File: config.mk
export PLATFORM = sky130hd
export DESIGN_NAME = async_serial_port
export DESIGN_NICKNAME = d
export VERILOG_FILES = /design/src/rtl/asp_pkg.sv /design/src/rtl/asp_baud_gen.sv /design/src/rtl/asp_tx.sv /design/src/rtl/asp_rx.sv /design/src/rtl/async_serial_port.sv
export SDC_FILE = /design/constraint.sdc
export NUM_CORES = 1
export LEC_CHECK = 0
export BUFFER_PORTS_ARGS = -buffer_cell sky130_fd_sc_hd__buf_2
export CAP_MARGIN = 15
export CORE_ASPECT_RATIO = 2
export CORE_UTILIZATION = 45
export CTS_CLUSTER_DIAMETER = 40
export CTS_CLUSTER_SIZE = 10
export DETAILED_ROUTE_END_ITERATION = 10
export PLACE_DENSITY = 0.68
export SYNTH_ARGS = -nofsm -noshare
export SYNTH_HDL_FRONTEND = slang
export SYNTH_HIERARCHICAL = 1
export SYNTH_SLANG_ARGS = --single-unit
File: constraint.sdc
create_clock -name clk -period 4.7 [get_ports clk]
set_clock_uncertainty 0.1 [all_clocks]
set_input_delay 0 -clock clk [delete_from_list [all_inputs] [get_ports clk]]
set_output_delay 0 -clock clk [all_outputs]
set_load 0.02 [all_outputs]
File: src/rtl/asp_pkg.sv
package asp_pkg;

  // Register addresses.
  localparam logic [2:0] A_MODE = 3'd0;
  localparam logic [2:0] A_DIV  = 3'd1;
  localparam logic [2:0] A_CTRL = 3'd2;
  localparam logic [2:0] A_STAT = 3'd3;
  localparam logic [2:0] A_TXD  = 3'd4;
  localparam logic [2:0] A_RXD  = 3'd5;

  // Mode bits.
  localparam int M_SEVEN = 6;
  localparam int M_PAREN = 5;
  localparam int M_PODD  = 4;
  localparam int M_STOP2 = 3;

  // Control bits.
  localparam int C_TXEIE = 7;
  localparam int C_RXIE  = 6;
  localparam int C_TXEN  = 5;
  localparam int C_RXEN  = 4;
  localparam int C_ENDIE = 2;

  // Status bits.
  localparam int S_TXE  = 7;
  localparam int S_RXF  = 6;
  localparam int S_OVR  = 5;
  localparam int S_FRM  = 4;
  localparam int S_PAR  = 3;
  localparam int S_TEND = 2;

  typedef struct packed {
    logic seven;
    logic par_en;
    logic par_odd;
    logic two_stop;
  } line_cfg_t;

  typedef struct packed {
    logic [11:0] bits;  // bits[0] goes on the line first
    logic [3:0]  len;   // number of bit periods in the frame
  } frame_t;

  function automatic frame_t build_frame(input logic [7:0] d, input line_cfg_t c);
    frame_t f;
    logic [7:0] m;
    logic p;
    m = d;
    if (c.seven) m[7] = 1'b0;
    p = (^m) ^ c.par_odd;
    f.bits = '1;
    f.bits[0] = 1'b0;
    f.bits[8:1] = m;
    if (c.seven) f.bits[8] = 1'b1;
    if (c.par_en) begin
      if (c.seven) f.bits[8] = p;
      else         f.bits[9] = p;
    end
    f.len = 4'd10 - {3'b0, c.seven} + {3'b0, c.par_en} + {3'b0, c.two_stop};
    return f;
  endfunction

endpackage

File: src/rtl/asp_baud_gen.sv
module asp_baud_gen #(
  parameter int DIV_W    = 8,
  parameter int PRESCALE = 2
) (
  input  logic             clk,
  input  logic             rst_n,
  input  logic [DIV_W-1:0] divisor,
  output logic             tick
);
  localparam int CNT_W = DIV_W + $clog2(PRESCALE) + 1;

  logic [CNT_W-1:0] cnt_q;
  logic [CNT_W-1:0] limit;

  assign limit = (CNT_W'(divisor) + CNT_W'(1)) * CNT_W'(PRESCALE) - CNT_W'(1);
  assign tick  = (cnt_q >= limit);

  always_ff @(posedge clk or negedge rst_n) begin
    if (!rst_n)    cnt_q <= '0;
    else if (tick) cnt_q <= '0;
    else           cnt_q <= cnt_q + CNT_W'(1);
  end
endmodule

File: src/rtl/asp_tx.sv
module asp_tx
  import asp_pkg::*;
#(
  parameter int OVERSAMPLE = 16
) (
  input  logic      clk,
  input  logic      rst_n,
  input  logic      tick,
  input  logic      en,
  input  logic      pend,
  input  logic [7:0] data,
  input  line_cfg_t cfg,
  output logic      txd,
  output logic      take,
  output logic      done
);
  localparam int SUB_W = $clog2(OVERSAMPLE);
  localparam logic [SUB_W-1:0] SUB_LAST = SUB_W'(OVERSAMPLE - 1);

  logic             busy_q;
  logic [SUB_W-1:0] sub_q;
  logic [3:0]       left_q;
  logic [11:0]      sh_q;
  logic             frame_end;
  logic             load;
  frame_t           fr;

  assign fr        = build_frame(data, cfg);
  assign frame_end = busy_q && tick && (sub_q == SUB_LAST) && (left_q == 4'd1);
  assign load      = en && tick && pend && (!busy_q || frame_end);
  assign take      = load;
  assign done      = en && frame_end;

  always_ff @(posedge clk or negedge rst_n) begin
    if (!rst_n) begin
      busy_q <= 1'b0;
      txd    <= 1'b1;
      sub_q  <= '0;
      left_q <= '0;
      sh_q   <= '1;
    end else if (!en) begin
      busy_q <= 1'b0;
      txd    <= 1'b1;
      sub_q  <= '0;
    end else if (load) begin
      busy_q <= 1'b1;
      txd    <= fr.bits[0];
      sh_q   <= {1'b1, fr.bits[11:1]};
      left_q <= fr.len;
      sub_q  <= '0;
    end else if (busy_q && tick) begin
      if (sub_q == SUB_LAST) begin
        sub_q <= '0;
        if (left_q == 4'd1) begin
          busy_q <= 1'b0;
          txd    <= 1'b1;
        end else begin
          left_q <= left_q - 4'd1;
          txd    <= sh_q[0];
          sh_q   <= {1'b1, sh_q[11:1]};
        end
      end else begin
        sub_q <= sub_q + SUB_W'(1);
      end
    end
  end
endmodule

File: src/rtl/asp_rx.sv
module asp_rx
  import asp_pkg::*;
#(
  parameter int OVERSAMPLE = 16
) (
  input  logic       clk,
  input  logic       rst_n,
  input  logic       tick,
  input  logic       en,
  input  logic       rxd,
  input  line_cfg_t  cfg,
  output logic       done,
  output logic [7:0] data,
  output logic       perr,
  output logic       ferr
);
  localparam int SUB_W = $clog2(OVERSAMPLE);
  localparam logic [SUB_W-1:0] SUB_LAST = SUB_W'(OVERSAMPLE - 1);
  localparam logic [SUB_W-1:0] SUB_MID  = SUB_W'(OVERSAMPLE / 2 - 1);

  typedef enum logic [1:0] {RX_IDLE, RX_START, RX_BITS, RX_HOLD} rx_state_t;

  rx_state_t        st_q;
  logic [1:0]       sync_q;
  logic             rx_s;
  logic [SUB_W-1:0] sub_q;
  logic [3:0]       idx_q;
  logic [9:0]       sh_q;
  logic             fin_q;
  logic [3:0]       need;
  logic             pbit;
  logic             stop_bit;

  assign rx_s = sync_q[1];
  assign need = 4'd9 - {3'b0, cfg.seven} + {3'b0, cfg.par_en};

  always_ff @(posedge clk or negedge rst_n) begin
    if (!rst_n) begin
      sync_q <= 2'b11;
      st_q   <= RX_IDLE;
      sub_q  <= '0;
      idx_q  <= '0;
      sh_q   <= '0;
      fin_q  <= 1'b0;
    end else begin
      sync_q <= {sync_q[0], rxd};
      fin_q  <= 1'b0;
      if (!en) begin
        st_q <= RX_IDLE;
      end else begin
        case (st_q)
          RX_IDLE: if (tick && !rx_s) begin
            st_q  <= RX_START;
            sub_q <= '0;
          end
          RX_START: if (tick) begin
            if (sub_q == SUB_MID) begin
              sub_q <= '0;
              idx_q <= '0;
              st_q  <= rx_s ? RX_IDLE : RX_BITS;
            end else begin
              sub_q <= sub_q + SUB_W'(1);
            end
          end
          RX_BITS: if (tick) begin
            if (sub_q == SUB_LAST) begin
              sub_q       <= '0;
              sh_q[idx_q] <= rx_s;
              if (idx_q == need - 4'd1) begin
                fin_q <= 1'b1;
                st_q  <= RX_HOLD;
              end else begin
                idx_q <= idx_q + 4'd1;
              end
            end else begin
              sub_q <= sub_q + SUB_W'(1);
            end
          end
          default: if (rx_s) st_q <= RX_IDLE;
        endcase
      end
    end
  end

  always_comb begin
    data = cfg.seven ? {1'b0, sh_q[6:0]} : sh_q[7:0];
    pbit = cfg.seven ? sh_q[7] : sh_q[8];
    case ({cfg.seven, cfg.par_en})
      2'b00:   stop_bit = sh_q[8];
      2'b01:   stop_bit = sh_q[9];
      2'b10:   stop_bit = sh_q[7];
      default: stop_bit = sh_q[8];
    endcase
  end

  assign done = fin_q;
  assign perr = cfg.par_en && ((^data ^ pbit) != cfg.par_odd);
  assign ferr = !stop_bit;
endmodule

File: src/rtl/async_serial_port.sv
module async_serial_port
  import asp_pkg::*;
#(
  parameter int DIV_W      = 8,
  parameter int PRESCALE   = 2,
  parameter int OVERSAMPLE = 16
) (
  input  logic       clk,
  input  logic       rst_n,
  input  logic       reg_wr,
  input  logic [2:0] reg_addr,
  input  logic [7:0] reg_wdata,
  output logic [7:0] reg_rdata,
  input  logic       rxd,
  output logic       txd,
  output logic       irq_rx,
  output logic       irq_rx_err,
  output logic       irq_tx_empty,
  output logic       irq_tx_end
);
  logic [7:0]       mode_q;
  logic [DIV_W-1:0] div_q;
  logic [7:0]       ctrl_q;
  logic [7:0]       tdr_q;
  logic [7:0]       rdr_q;
  logic st_txe, st_rxf, st_ovr, st_frm, st_par, st_tend;

  line_cfg_t  cfg;
  logic       tick;
  logic       tx_take, tx_done;
  logic       rx_done, rx_perr, rx_ferr;
  logic [7:0] rx_data;
  logic       te_en, re_en;
  logic       wr_st;
  logic [7:0] clr;
  logic       rx_good;

  assign cfg   = '{seven: mode_q[M_SEVEN], par_en: mode_q[M_PAREN],
                   par_odd: mode_q[M_PODD], two_stop: mode_q[M_STOP2]};
  assign te_en = ctrl_q[C_TXEN];
  assign re_en = ctrl_q[C_RXEN];

  asp_baud_gen #(.DIV_W(DIV_W), .PRESCALE(PRESCALE)) u_baud (
    .clk(clk), .rst_n(rst_n), .divisor(div_q), .tick(tick));

  asp_tx #(.OVERSAMPLE(OVERSAMPLE)) u_tx (
    .clk(clk), .rst_n(rst_n), .tick(tick), .en(te_en), .pend(!st_txe),
    .data(tdr_q), .cfg(cfg), .txd(txd), .take(tx_take), .done(tx_done));

  asp_rx #(.OVERSAMPLE(OVERSAMPLE)) u_rx (
    .clk(clk), .rst_n(rst_n), .tick(tick), .en(re_en), .rxd(rxd), .cfg(cfg),
    .done(rx_done), .data(rx_data), .perr(rx_perr), .ferr(rx_ferr));

  always_ff @(posedge clk or negedge rst_n) begin
    if (!rst_n) begin
      mode_q <= '0;
      div_q  <= '1;
      ctrl_q <= '0;
      tdr_q  <= '0;
    end else if (reg_wr) begin
      case (reg_addr)
        A_MODE:  mode_q <= reg_wdata;
        A_DIV:   div_q  <= DIV_W'(reg_wdata);
        A_CTRL:  ctrl_q <= reg_wdata;
        A_TXD:   tdr_q  <= reg_wdata;
        default: ;
      endcase
    end
  end

  // Status: hardware sets, a written 0 clears.
  assign wr_st   = reg_wr && (reg_addr == A_STAT);
  assign clr     = wr_st ? ~reg_wdata : 8'h00;
  assign rx_good = rx_done && !st_rxf && !rx_ferr && !rx_perr;

  always_ff @(posedge clk or negedge rst_n) begin
    if (!rst_n) begin
      st_txe  <= 1'b1;
      st_tend <= 1'b1;
      st_rxf  <= 1'b0;
      st_ovr  <= 1'b0;
      st_frm  <= 1'b0;
      st_par  <= 1'b0;
      rdr_q   <= '0;
    end else begin
      if (tx_take)         st_txe <= 1'b1;
      else if (clr[S_TXE]) st_txe <= 1'b0;

      if (tx_done && st_txe)                 st_tend <= 1'b1;
      else if (clr[S_TEND] || clr[S_TXE])    st_tend <= 1'b0;

      if (rx_good)         st_rxf <= 1'b1;
      else if (clr[S_RXF]) st_rxf <= 1'b0;

      if (rx_done && st_rxf) st_ovr <= 1'b1;
      else if (clr[S_OVR])   st_ovr <= 1'b0;

      if (rx_done && !st_rxf && rx_ferr) st_frm <= 1'b1;
      else if (clr[S_FRM])               st_frm <= 1'b0;

      if (rx_done && !st_rxf && rx_perr) st_par <= 1'b1;
      else if (clr[S_PAR])               st_par <= 1'b0;

      if (rx_good) rdr_q <= rx_data;
    end
  end

  always_comb begin
    case (reg_addr)
      A_MODE:  reg_rdata = mode_q;
      A_DIV:   reg_rdata = 8'(div_q);
      A_CTRL:  reg_rdata = ctrl_q;
      A_STAT:  reg_rdata = {st_txe, st_rxf, st_ovr, st_frm, st_par, st_tend, 2'b00};
      A_TXD:   reg_rdata = tdr_q;
      A_RXD:   reg_rdata = rdr_q;
      default: reg_rdata = 8'h00;
    endcase
  end

  assign irq_tx_empty = ctrl_q[C_TXEIE] && st_txe;
  assign irq_rx       = ctrl_q[C_RXIE] && st_rxf;
  assign irq_rx_err   = ctrl_q[C_RXIE] && (st_ovr || st_frm || st_par);
  assign irq_tx_end   = ctrl_q[C_ENDIE] && st_tend;
endmodule

### After elaboration in Yosys (flattened, before gate mapping)

Cells that the tools add are included.

* output and inout port bits: 13
* register bits: 101
* logic and storage cells: 206
* input bits: 15

* reductions and logical operators: 57
* multiplexer cells: 75
* eq/ne operators: 32
* bitwise operators: 3
* $add $sub $neg: 13
* magnitude comparators: 3

Operator list (number)
* 4-bit two-way mux: 18
* 12-bit two-way mux: 4
* 8-bit one-hot mux with 6 select lines: 1
* 1-bit two-way mux: 33
* 1-bit logical AND: 22
* 2-bit two-way mux: 10
* 3-bit by 2-bit != test with 1-bit output, second input constant: 6
* 2-bit nonzero test: 9
* 8-bit two-way mux: 2
* 8-bit XOR reduction: 2
* 7-bit AND reduction: 2
* 4-bit by 1-bit adder with 4-bit output: 3
* 4-bit by 1-bit adder with 4-bit output, second input constant: 3
* 4-bit one-hot mux with 3 select lines: 1
* 10-bit by 1-bit adder with 10-bit output, second input constant: 1
* 10-bit bitwise mux: 1
* 10-bit greater-or-equal comparator: 1
* 10-bit two-way mux: 1
* 2-bit by 1-bit != test with 1-bit output, second input constant: 5
* 2-bit AND reduction: 5
* 10-bit by 1-bit subtractor with 10-bit output, second input constant: 1
* 8-bit by 1-bit adder with 9-bit output, second input constant: 1
* 3-bit by 1-bit != test with 1-bit output, second input constant: 3
* 4-bit equality test, second input constant: 2
* other kinds (29): 46

### Logic depth before layout (Yosys ltp)

Gate-level depths: netlist (run 1).

* word-level depth: 10
* gate-level depth with buffers: 16
* gate-level depth less buffers: 15

### Hierarchy

Netlist (run 1), hierarchy kept.

By module, submodules not included
* async_serial_port: sequential area each 1163.6 µm², times used 1, cells an instance 170, area an instance 2319.7 µm²
* asp_rx: sequential area each 578.1 µm², times used 1, cells an instance 150, area an instance 1531.5 µm²
* asp_tx: sequential area each 488.0 µm², times used 1, cells an instance 126, area an instance 1202.4 µm²
* asp_baud_gen: sequential area each 250.2 µm², times used 1, cells an instance 106, area an instance 937.1 µm²

### Worst setup path before layout (run 1)

Ideal clock, no wire load.

* kind: flip-flop to flip-flop
* from: register div_q[0]
* to: register u_rx.sub_q[0]
* clock period less this slack: 3742 ps
* cell stages (with the launch flop): 15
* path slack: 958 ps
* arrival time: 3517 ps
* library setup time: 125 ps
* required time: 4475 ps
* buffers on the path: 0
* cell sequence: dfstp_2 > ha_1 > xnor2_1 > a31oi_2 > a2111oi_2 > o211ai_1 > ha_1 > a21oi_1 > nand2_1 > a221o_1 > or2_1 > and3b_1 > a31oi_1 > and4b_1 > mux2_2

* cells in the longest elaborated chain, start to end: 6
* elaborated cells between the ends (all ways): 8
* those cells by class: add/sub: 2; order compare: 1; eq/ne: 3; reduce/logical: 2

Ends and longest elaborated chain
* start, declared: line async_serial_port.sv:22 `logic [DIV_W-1:0] div_q;`
* start signal, assigned: line async_serial_port.sv:63 `A_DIV: div_q <= DIV_W'(reg_wdata);`
* 8-bit by 1-bit adder with 9-bit output *: line asp_baud_gen.sv:15 `assign limit = (CNT_W'(divisor) + CNT_W'(1)) * CNT_W'(PRESCALE) - CNT_W'(1);`
* 10-bit by 1-bit subtractor with 10-bit output *: line asp_baud_gen.sv:15
* 10-bit greater-or-equal comparator *: line asp_baud_gen.sv:16 `assign tick = (cnt_q >= limit);`
* named net tick: line async_serial_port.sv:29 `logic tick;`
* 1-bit logical AND: line asp_rx.sv:52 `RX_IDLE: if (tick && !rx_s) begin`
* 2-bit by 1-bit != test with 1-bit output (no source line)
* 5-bit AND reduction (no source line) *
* end signal, assigned: line asp_rx.sv:62 `sub_q <= sub_q + SUB_W'(1);`
* end signal, assigned: line asp_rx.sv:76 `sub_q <= sub_q + SUB_W'(1);`
* end, declared: line asp_rx.sv:26 `logic [SUB_W-1:0] sub_q;`

Mark *: on every way through the listed nets, which the timed path passes. The rest lies on a longest branch.
A chain may end at the register's enable or synchronous reset.

### Worst setup path in the final report (run 1)

* from: register div_q[0]
* to: register u_rx.idx_q[3]

* cells in the longest elaborated chain, start to end: 5
* elaborated cells between the ends (all ways): 6
* those cells by class: add/sub: 2; order compare: 1; eq/ne: 2; reduce/logical: 1

Ends and longest elaborated chain
* 8-bit by 1-bit adder with 9-bit output *: line asp_baud_gen.sv:15
* 10-bit by 1-bit subtractor with 10-bit output *: line asp_baud_gen.sv:15
* 10-bit greater-or-equal comparator *: line asp_baud_gen.sv:16
* named net tick: line async_serial_port.sv:29
* 2-bit by 1-bit != test with 1-bit output (no source line)
* 7-bit AND reduction (no source line) *
* end signal, assigned: line asp_rx.sv:73 `idx_q <= idx_q + 4'd1;`
* end, declared: line asp_rx.sv:27 `logic [3:0] idx_q;`

Marked as above.

==> results by group, run 1 <==
Detailed routing
  • Detail-routed via count per cell: 5.80
  • Average detailed-routed wire length per instance: 18.9 um
  • First-iteration detailed-routing DRC count: 168
  • Drt total wl: 13.9 mm
  • Number of vias after detailed routing: 4265
  • # DRC: 0
  • Number of routed nets with antenna violations: 0
  • TritonRoute pass-1 iters: 5

Logic synthesis
  • Synthesized netlist net count: 595
  • Synthesized area divided by synthesized cell count: 10.9 um^2
  • Fraction of the mapped netlist area in simple logic gates: 0.161
  • Adder-cell share of the synthesized area: 0.0585
  • Fraction of synthesized cell area taken by the top area cell type: 0.317
  • Multiplexer share of the synthesized area: 0.146
  • Gate count of the mapped netlist: 552
  • Sequential-to-total area share from yosys stat: 0.414
  • Dominant register cell in the synthesized netlist: sky130_fd_sc_hd__dfrtp_1
  • Count of distinct cell types in the synthesized netlist: 77
  • Warning count from the yosys run: 6
  • Async S/R FF share, synth: 1.00
  • Post-synthesis share of cell area spent on xor and xnor gates: 0.0549
  • Synthesized flop and latch total: 98
  • Summed instance area of the synthesized netlist: 5990 um^2
  • Largest cells by area after synthesis: sky130_fd_sc_hd__dfrtp_1, sky130_fd_sc_hd__mux2_2, sky130_fd_sc_hd__dfstp_2, sky130_fd_sc_hd__ha_1, sky130_fd_sc_hd__xnor2_1
  • Fraction of the mapped netlist area in compound gates: 0.115
  • Number of synthesized flops with an enable pin: 0
  • Largest family of logic cells by synthesized area: simple AND/OR/NAND/NOR gates
  • Biggest area consumer among synthesized cells: sky130_fd_sc_hd__dfrtp_1

Placement
  • Placed cells: 709
  • Count of buffers inserted at the top-level ports: 27
  • Total placed instance area: 6150 um^2
  • HPWL after DPL: 10.7 mm
  • Routability-driven placement congestion ratio: 0.902

Timing
  • Relative slew margins: 0.513
  • Final Hold Violating Endpoints: 0
  • Fraction of the cycle the final worst path needs: 0.924
  • Setup TNS Final: 0 ns
  • Maximum operating frequency: 230 MHz
  • Minimum clock period after layout: 4.34 ns
  • Setup repair after global routing missed its margin: no
  • Max-slew violations: 0
  • Transition time at the pin with the least slew margin: 0.730 ns
  • Setup violators final: 0

Setup path
  • Cell chain of the critical path: ha_1, xnor2_1, a31oi_2, a2111oi_2, o211ai_1, ha_1, and4_1, a221o_1, or2_1, nand4_1, a21o_1, or4_1, nand3_1
  • Number of buffer and inverter instances along the worst setup path: 0
  • Stage delay of the slowest cell on the critical path: 0.60 ns
  • Master of the slowest instance on the critical path: sky130_fd_sc_hd__dfstp_2
  • Type of origin of the critical path: flop
  • Setup crit end kind: flop
  • Data arrival time of the critical path: 4.52 ns
  • Top Family by Delay on Critical Path: simple AND/OR/NAND/NOR gates
  • Cell mode on critical path: sky130_fd_sc_hd__ha_1
  • Largest fanout on the critical path: 11
  • Path type of the worst setup path: flop to flop
  • Worst endpoint required time: 4.88 ns

Job
  • Count of max-cap constraint violations: 0

Global routing
  • Antenna violations before repair: 0
  • Overflow left after global routing: 0
  • Maximum number of pins on one net before global-route repair: 58
  • Total track usage: 0.215
  • Vias in the first global route: 4512
  • First-pass GRT wire length: 22.8 mm

Floorplanning
  • Row cnt: 59
  • X dimension of the die: 83.6 um
  • Die area: 13800 um^2
  • Height of the chip: 165 um
  • Number of I/O pins: 28
  • Core area: 13000 um^2
  • Effective utilization at floorplan: 0.461

Power
  • Power density over the cells: 432 nW/um^2
  • Portion of total power attributed to sequential cells: 0.434
  • Comb power frac: 0.282
  • Worst-case vdd ir drop: 0.226 mV
  • Net load switching power: 0.000932 W
  • Switching part of the total: 0.327
  • Pint: 0.00192 W
  • Clock share of power: 0.284
  • Leak: 2.83 nW

Clocking
  • Clk root buf: sky130_fd_sc_hd__clkbuf_16
  • # clock sinks: 98
  • Insertion delay of the later-clocked pin in the worst-skew pair: 0.35 ns
  • Post-CTS repair timing setup buffer count: 0
  • Number of H-tree levels: 3
  • Clock buffers created by TritonCTS: 9
  • CTS tree: done
  • Clock input transition at the sequential cells of the worst setup and hold paths: 0.07 ns
  • Deepest clock path buffer count: 2

Cells and area
  • Ratio of cells with drive above 1 in the final layout: 0.262
  • Nets: 621
  • Layout Cell Area excl Fill: 6590 um^2
  • Commonest non-fill, non-tap cells in the layout: sky130_fd_sc_hd__dfrtp_1, sky130_fd_sc_hd__mux2_2, sky130_fd_sc_hd__nand2_1, sky130_fd_sc_hd__xnor2_1, sky130_fd_sc_hd__ha_1
  • Most frequent standard cell in the layout excluding fill and tap cells: sky130_fd_sc_hd__dfrtp_1
  • Count of placed standard cells in the final layout, fillers left out: 735
  • End-of-flow core utilization: 0.507
  • Signed area change from the synthesized netlist to the final layout: 9.98%
  • Final antenna diode count: 0

Status
  • Status: completed

Worst hold path
  • Worst min path class: primary input to asynchronous set/reset pin
worst register-to-register path: stages (launching register included):
cell and delay [ns]:
sky130_fd_sc_hd__dfstp_2 0.60, sky130_fd_sc_hd__ha_1 0.27, sky130_fd_sc_hd__xnor2_1 0.16, sky130_fd_sc_hd__a31oi_2 0.14, sky130_fd_sc_hd__a2111oi_2 0.34, sky130_fd_sc_hd__o211ai_1 0.14, sky130_fd_sc_hd__ha_1 0.32, sky130_fd_sc_hd__and4_1 0.23
sky130_fd_sc_hd__a221o_1 0.37, sky130_fd_sc_hd__or2_1 0.31, sky130_fd_sc_hd__nand4_1 0.37, sky130_fd_sc_hd__a21o_1 0.33, sky130_fd_sc_hd__or4_1 0.49, sky130_fd_sc_hd__nand3_1 0.09
final timing paths:
path	slack, ns	depth (start not counted)	start	endpoint
worst max-delay path	0.36	13	div_q[0]$_DFFE_PN1P_	u_rx/idx_q[3]$_DFFE_PN0P_
worst min-delay path	0.08	2	rst_n	rdr_q[4]$_DFFE_PN0P_
worst max register to register	0.36	13	div_q[0]$_DFFE_PN1P_	u_rx/idx_q[3]$_DFFE_PN0P_
worst min register to register	0.26	0	u_rx/sync_q[0]$_DFF_PN1_	u_rx/sync_q[1]$_DFF_PN1_
max in group asynchronous	3.27	3	rst_n	u_baud/cnt_q[8]$_DFF_PN0_
min in group clk	0.13	4	reg_wr	ctrl_q[4]$_DFFE_PN0P_
metrics by stage:
| step | setup WS [ns] | power, W | hold slack, ns |
|---|---|---|---|
| after floorplan | 0.958 | 0.00181 | -0.396 |
| after global placement | 0.437 | 0.00201 | -0.0825 |
| after detailed placement | 0.329 | 0.00205 | -0.0725 |
| after CTS | 0.303 | 0.00287 | 0.0899 |
| after global routing | 0.0422 | 0.00303 | 0.125 |
| final | 0.357 | 0.00285 | 0.0818 |
power groups by stage:
stage	Sequential, W	Clock [W]	Combinational [W]
after CTS	0.00124	0.000828	0.000806
after global placement	0.00124	0	0.000766
after global routing	0.00126	0.000864	0.000899
final	0.00124	0.000810	0.000802
after floorplan	0.00118	0	0.000632
after detailed placement	0.00125	0	0.000795
sequential cells by signal, summed over array words and instances (netlist names), 8 cells and up:
register      flops
mode_q            8
u_tx/sh_q         9
tdr_q             8
u_rx/sh_q        10
rdr_q             8
div_q             8
ctrl_q            8
u_baud/cnt_q     10
layout make-up:
type,instances,area (um^2)
Timing Repair Buffer,41,268
Tap cell,152,190
Sequential cell,98,2480
Multi-Input combinational cell,401,3220
Fill cell,1169,6400
Clock buffer,12,256
Inverter,27,101
Clock inverter,4,73.8
cell families (layout without fill, tap and decap cells):
| family | count (synthesis) | in the layout |
|---|---|---|
| buf+inv | 53 | 84 |
| compound gates | 94 | 94 |
| mux | 80 | 80 |
| xor+xnor | 36 | 36 |
| flops | 98 | 98 |
| simple gates | 163 | 163 |
| fa+ha+maj | 28 | 28 |
cells in the mapped netlist, types with 4 or more instances:
library cell	count
sky130_fd_sc_hd__and2_1	7
sky130_fd_sc_hd__buf_6	6
sky130_fd_sc_hd__buf_4	8
sky130_fd_sc_hd__a22o_1	4
sky130_fd_sc_hd__inv_1	27
sky130_fd_sc_hd__nor2b_1	4
sky130_fd_sc_hd__a21o_1	6
sky130_fd_sc_hd__a21oi_1	25
sky130_fd_sc_hd__nor2_1	23
sky130_fd_sc_hd__nand4_1	5
sky130_fd_sc_hd__nor3_1	19
sky130_fd_sc_hd__o21ai_0	13
sky130_fd_sc_hd__ha_1	28
sky130_fd_sc_hd__nand2b_1	11
sky130_fd_sc_hd__dfstp_2	22
sky130_fd_sc_hd__xor2_1	7
sky130_fd_sc_hd__buf_2	5
sky130_fd_sc_hd__a32oi_1	5
sky130_fd_sc_hd__nand3_1	19
sky130_fd_sc_hd__xnor2_1	28
sky130_fd_sc_hd__nand2_1	34
sky130_fd_sc_hd__clkbuf_1	4
sky130_fd_sc_hd__dfrtp_1	76
sky130_fd_sc_hd__mux2_2	59
sky130_fd_sc_hd__o221ai_1	4
sky130_fd_sc_hd__mux2i_1	21
sky130_fd_sc_hd__nor4_1	5
timing repair:
| item | 4_1_cts | 5_1_grt |
|---|---|---|
| endpoints found under the setup margin | 0 | 5 |
| resized for setup | 0 | 2 |
| hold buffers | 10 | 0 |
| endpoints found under the hold margin | 80 | 0 |
metal layers:
metal  GRT usage  vias to the layer above  routed length, um
li1            -                     2047                  -
met1       0.208                     2110               4940
met2       0.431                       79               8140
met3      0.0313                       29                336
met4       0.107                        0                457
met5           0                        -                  0
(Power assumes the default switching activity.)
==> inputs of run 2 (changes only) <==
--- a/config.mk
+++ b/config.mk
@@ -13,6 +13,7 @@
 export CTS_CLUSTER_SIZE = 10
 export DETAILED_ROUTE_END_ITERATION = 10
 export PLACE_DENSITY = 0.68
+export RECOVER_POWER = 50
 export SYNTH_ARGS = -nofsm -noshare
 export SYNTH_HDL_FRONTEND = slang
 export SYNTH_HIERARCHICAL = 1
==> results by group, run 2 (same netlist as run 1, synthesis figures left out) <==
Power
  • Power density over the cells: 436 nW/um^2 (+0.87%)
  • Leak: 2.77 nW (-2.1%)
  • Worst-case vdd ir drop: 0.223 mV (-1.2%)
  • Overall Power: 0.00284 W (-0.19%)

Global routing
  • Maximum number of pins on one net before global-route repair: 58 (unchanged)
  • Overflow left after global routing: 0 (unchanged)
  • First-pass GRT wire length: 22.8 mm (unchanged)
  • Antenna violations before repair: 0 (unchanged)
  • Vias in the first global route: 4512 (unchanged)
  • Total track usage: 0.215 (unchanged)

Setup path
  • Worst endpoint required time: 4.88 ns (about the same)
  • Master of the slowest instance on the critical path: sky130_fd_sc_hd__dfstp_2
  • Cell chain of the critical path: ha_1, xnor2_1, a31oi_2, a2111oi_2, o211ai_1, ha_1, and4_1, a221o_1, or2_1, nand4_1, a21o_1, or4_1, nand3_1
  • Largest fanout on the critical path: 11 (unchanged)
  • Cell mode on critical path: sky130_fd_sc_hd__ha_1
  • Worst reg2reg path endpoint: u_rx/idx_q[3]$_DFFE_PN0P_
  • Number of buffer and inverter instances along the worst setup path: 0 (unchanged)
  • Slack of the worst reg-to-reg path: 0.36 ns (about the same)
  • Data arrival time of the critical path: 4.52 ns (about the same)
  • Worst Setup EP: u_rx/idx_q[3]$_DFFE_PN0P_
  • Launching point of the worst reg2reg path: div_q[0]$_DFFE_PN1P_
  • Instance count on the critical path: 13 (unchanged)
  • Stage delay of the slowest cell on the critical path: 0.60 ns (about the same)
  • Setup crit end kind: flop
  • Number of cells on the worst reg-to-reg path: 13 (unchanged)
  • Type of origin of the critical path: flop
  • Critical Path Source: div_q[0]$_DFFE_PN1P_
  • Path type of the worst setup path: flop to flop
  • Top Family by Delay on Critical Path: simple AND/OR/NAND/NOR gates

Timing
  • Minimum clock period after layout: 4.34 ns (-0.00566 ns)
  • Transition time at the pin with the least slew margin: 2.34 ns (+1.61 ns)
  • Relative slew margins: -0.560 (-1.07)
  • Fraction of the cycle the final worst path needs: 0.923 (-0.00120)
  • Setup TNS Final: 0 ns (unchanged)
  • Setup repair after global routing missed its margin: no
  • Max-slew violations: 72 (+72)
  • Final Hold Violating Endpoints: 0 (unchanged)
  • Setup violators final: 0 (unchanged)
  • Maximum operating frequency: 231 MHz (+0.13%)

Cells and area
  • Ratio of cells with drive above 1 in the final layout: 0.237 (-0.0257)
  • Signed area change from the synthesized netlist to the final layout: 8.83%
  • Registers with the most flip-flops: u_baud/cnt_q x10, u_rx/sh_q x10, u_tx/sh_q x9
  • Nets: 621 (unchanged)
  • Final antenna diode count: 0 (unchanged)
  • Most frequent standard cell in the layout excluding fill and tap cells: sky130_fd_sc_hd__dfrtp_1
  • Commonest non-fill, non-tap cells in the layout: sky130_fd_sc_hd__dfrtp_1, sky130_fd_sc_hd__mux2_2, sky130_fd_sc_hd__nand2_1, sky130_fd_sc_hd__xnor2_1, sky130_fd_sc_hd__ha_1

Job
  • Count of max-cap constraint violations: 2 (+2)

Detailed routing
  • Average detailed-routed wire length per instance: 18.9 um (+0.36%)
  • Number of routed nets with antenna violations: 0 (unchanged)
  • Drt total wl: 13.9 mm (+0.36%)
  • Number of vias after detailed routing: 4273 (+0.19%)
  • Detail-routed via count per cell: 5.81 (+0.19%)
  • # DRC: 0 (unchanged)
  • First-iteration detailed-routing DRC count: 173 (+3.0%)
  • TritonRoute pass-1 iters: 6 (+1)

Placement
  • HPWL after DPL: 10.7 mm (unchanged)
  • Count of buffers inserted at the top-level ports: 27 (unchanged)
  • Routability-driven placement congestion ratio: 0.902 (unchanged)

Clocking
  • CTS tree: done
  • Number of H-tree levels: 3 (unchanged)
  • # clock sinks: 98 (unchanged)
  • Clk root buf: sky130_fd_sc_hd__clkbuf_16
  • Clock input transition at the sequential cells of the worst setup and hold paths: 0.06 ns (about the same)
  • Post-CTS repair timing setup buffer count: 0 (unchanged)
  • Clock buffers created by TritonCTS: 9 (unchanged)
  • Insertion delay of the later-clocked pin in the worst-skew pair: 0.35 ns (about the same)
  • Deepest clock path buffer count: 2 (unchanged)

Floorplanning
  • Number of I/O pins: 28 (unchanged)
  • Die area: 13800 um^2 (unchanged)
  • Height of the chip: 165 um (unchanged)
  • Core area: 13000 um^2 (unchanged)
  • X dimension of the die: 83.6 um (unchanged)
  • Row cnt: 59 (unchanged)
  • Effective utilization at floorplan: 0.461 (unchanged)

Worst hold path
  • Worst min path class: primary input to flop

Status
  • Failing checks: capacitance limit, slew limit
  • Status: finished, violations left
## run 2: cell count changes in the layout (fill, tap and decap cells not counted), sizes merged
cell    delta
clkbuf    +10
buf       -10
## run 2: worst min path at each step
stage	depth (start not counted)	start	slack (ns)	to
6_report	4	reg_wr	0.14	st_ovr$_DFFE_PN0P_
5_1_grt	4	reg_wr	0.14	st_ovr$_DFFE_PN0P_
4_1_cts	2	rst_n	0.09	u_rx/sh_q[5]$_DFFE_PN0P_
3_5_place_dp	1	rst_n	-0.07	u_rx/sh_q[5]$_DFFE_PN0P_
3_3_place_gp	1	rst_n	-0.08	rdr_q[4]$_DFFE_PN0P_
2_1_floorplan	0	rst_n	-0.40	ctrl_q[0]$_DFFE_PN0P_
## run 2: per-layer routing
| layer | global-route usage | wire length (um) | up-vias |
|---|---|---|---|
| met5 | 0 | 0 | - |
| met4 | 0.107 | 454 | 0 |
| met3 | 0.0313 | 343 | 29 |
| met2 | 0.431 | 8160 | 83 |
| met1 | 0.208 | 4970 | 2119 |
| li1 | - | - | 2042 |
## run 2: layout make-up
type / instances / area (um^2)
fill: 1174 / 6470
multi-input combinational: 401 / 3170
sequential: 98 / 2480
clock buffer: 12 / 256
timing repair buffer: 41 / 251
tap: 152 / 190
inverter: 27 / 101
clock inverter: 4 / 73.8
## run 2: tightest hold or removal path, stage by stage
cell and delay, ns:
sky130_fd_sc_hd__buf_2 0.13, sky130_fd_sc_hd__nand4b_1 0.23, sky130_fd_sc_hd__o21ai_0 0.11, sky130_fd_sc_hd__nand2_1 0.07
## run 2: report_power, final
part / leakage, nW / internal (W) / total (W) / switching [W]
logic: 1.38 / 0.000372 / 0.000795 / 0.000423
clock network: 0.163 / 0.000497 / 0.000811 / 0.000314
registers: 1.22 / 0.00104 / 0.00124 / 0.000193
## run 2: through the flow
stage | cells | worst slack, ns | area [um^2] | hold slack (ns) | utilization
final | 735 | 0.362 | 6520 | 0.137 | 0.502
after global routing | 735 | 0.0422 | 6520 | 0.138 | 0.502
after CTS | 735 | 0.303 | 6580 | 0.0899 | 0.506
after detailed placement | 709 | 0.329 | 6150 | -0.0725 | 0.473
after global placement | 709 | 0.437 | 6150 | -0.0825 | 0.473
after floorplan | 552 | 0.958 | 5990 | -0.396 | -
## run 2: repair_timing
item                                   in CTS  in global routing
endpoints found under the hold margin      80                  0
hold buffers                               10                  0
setup endpoints to repair                   0                  5
gates resized for setup                     0                  2
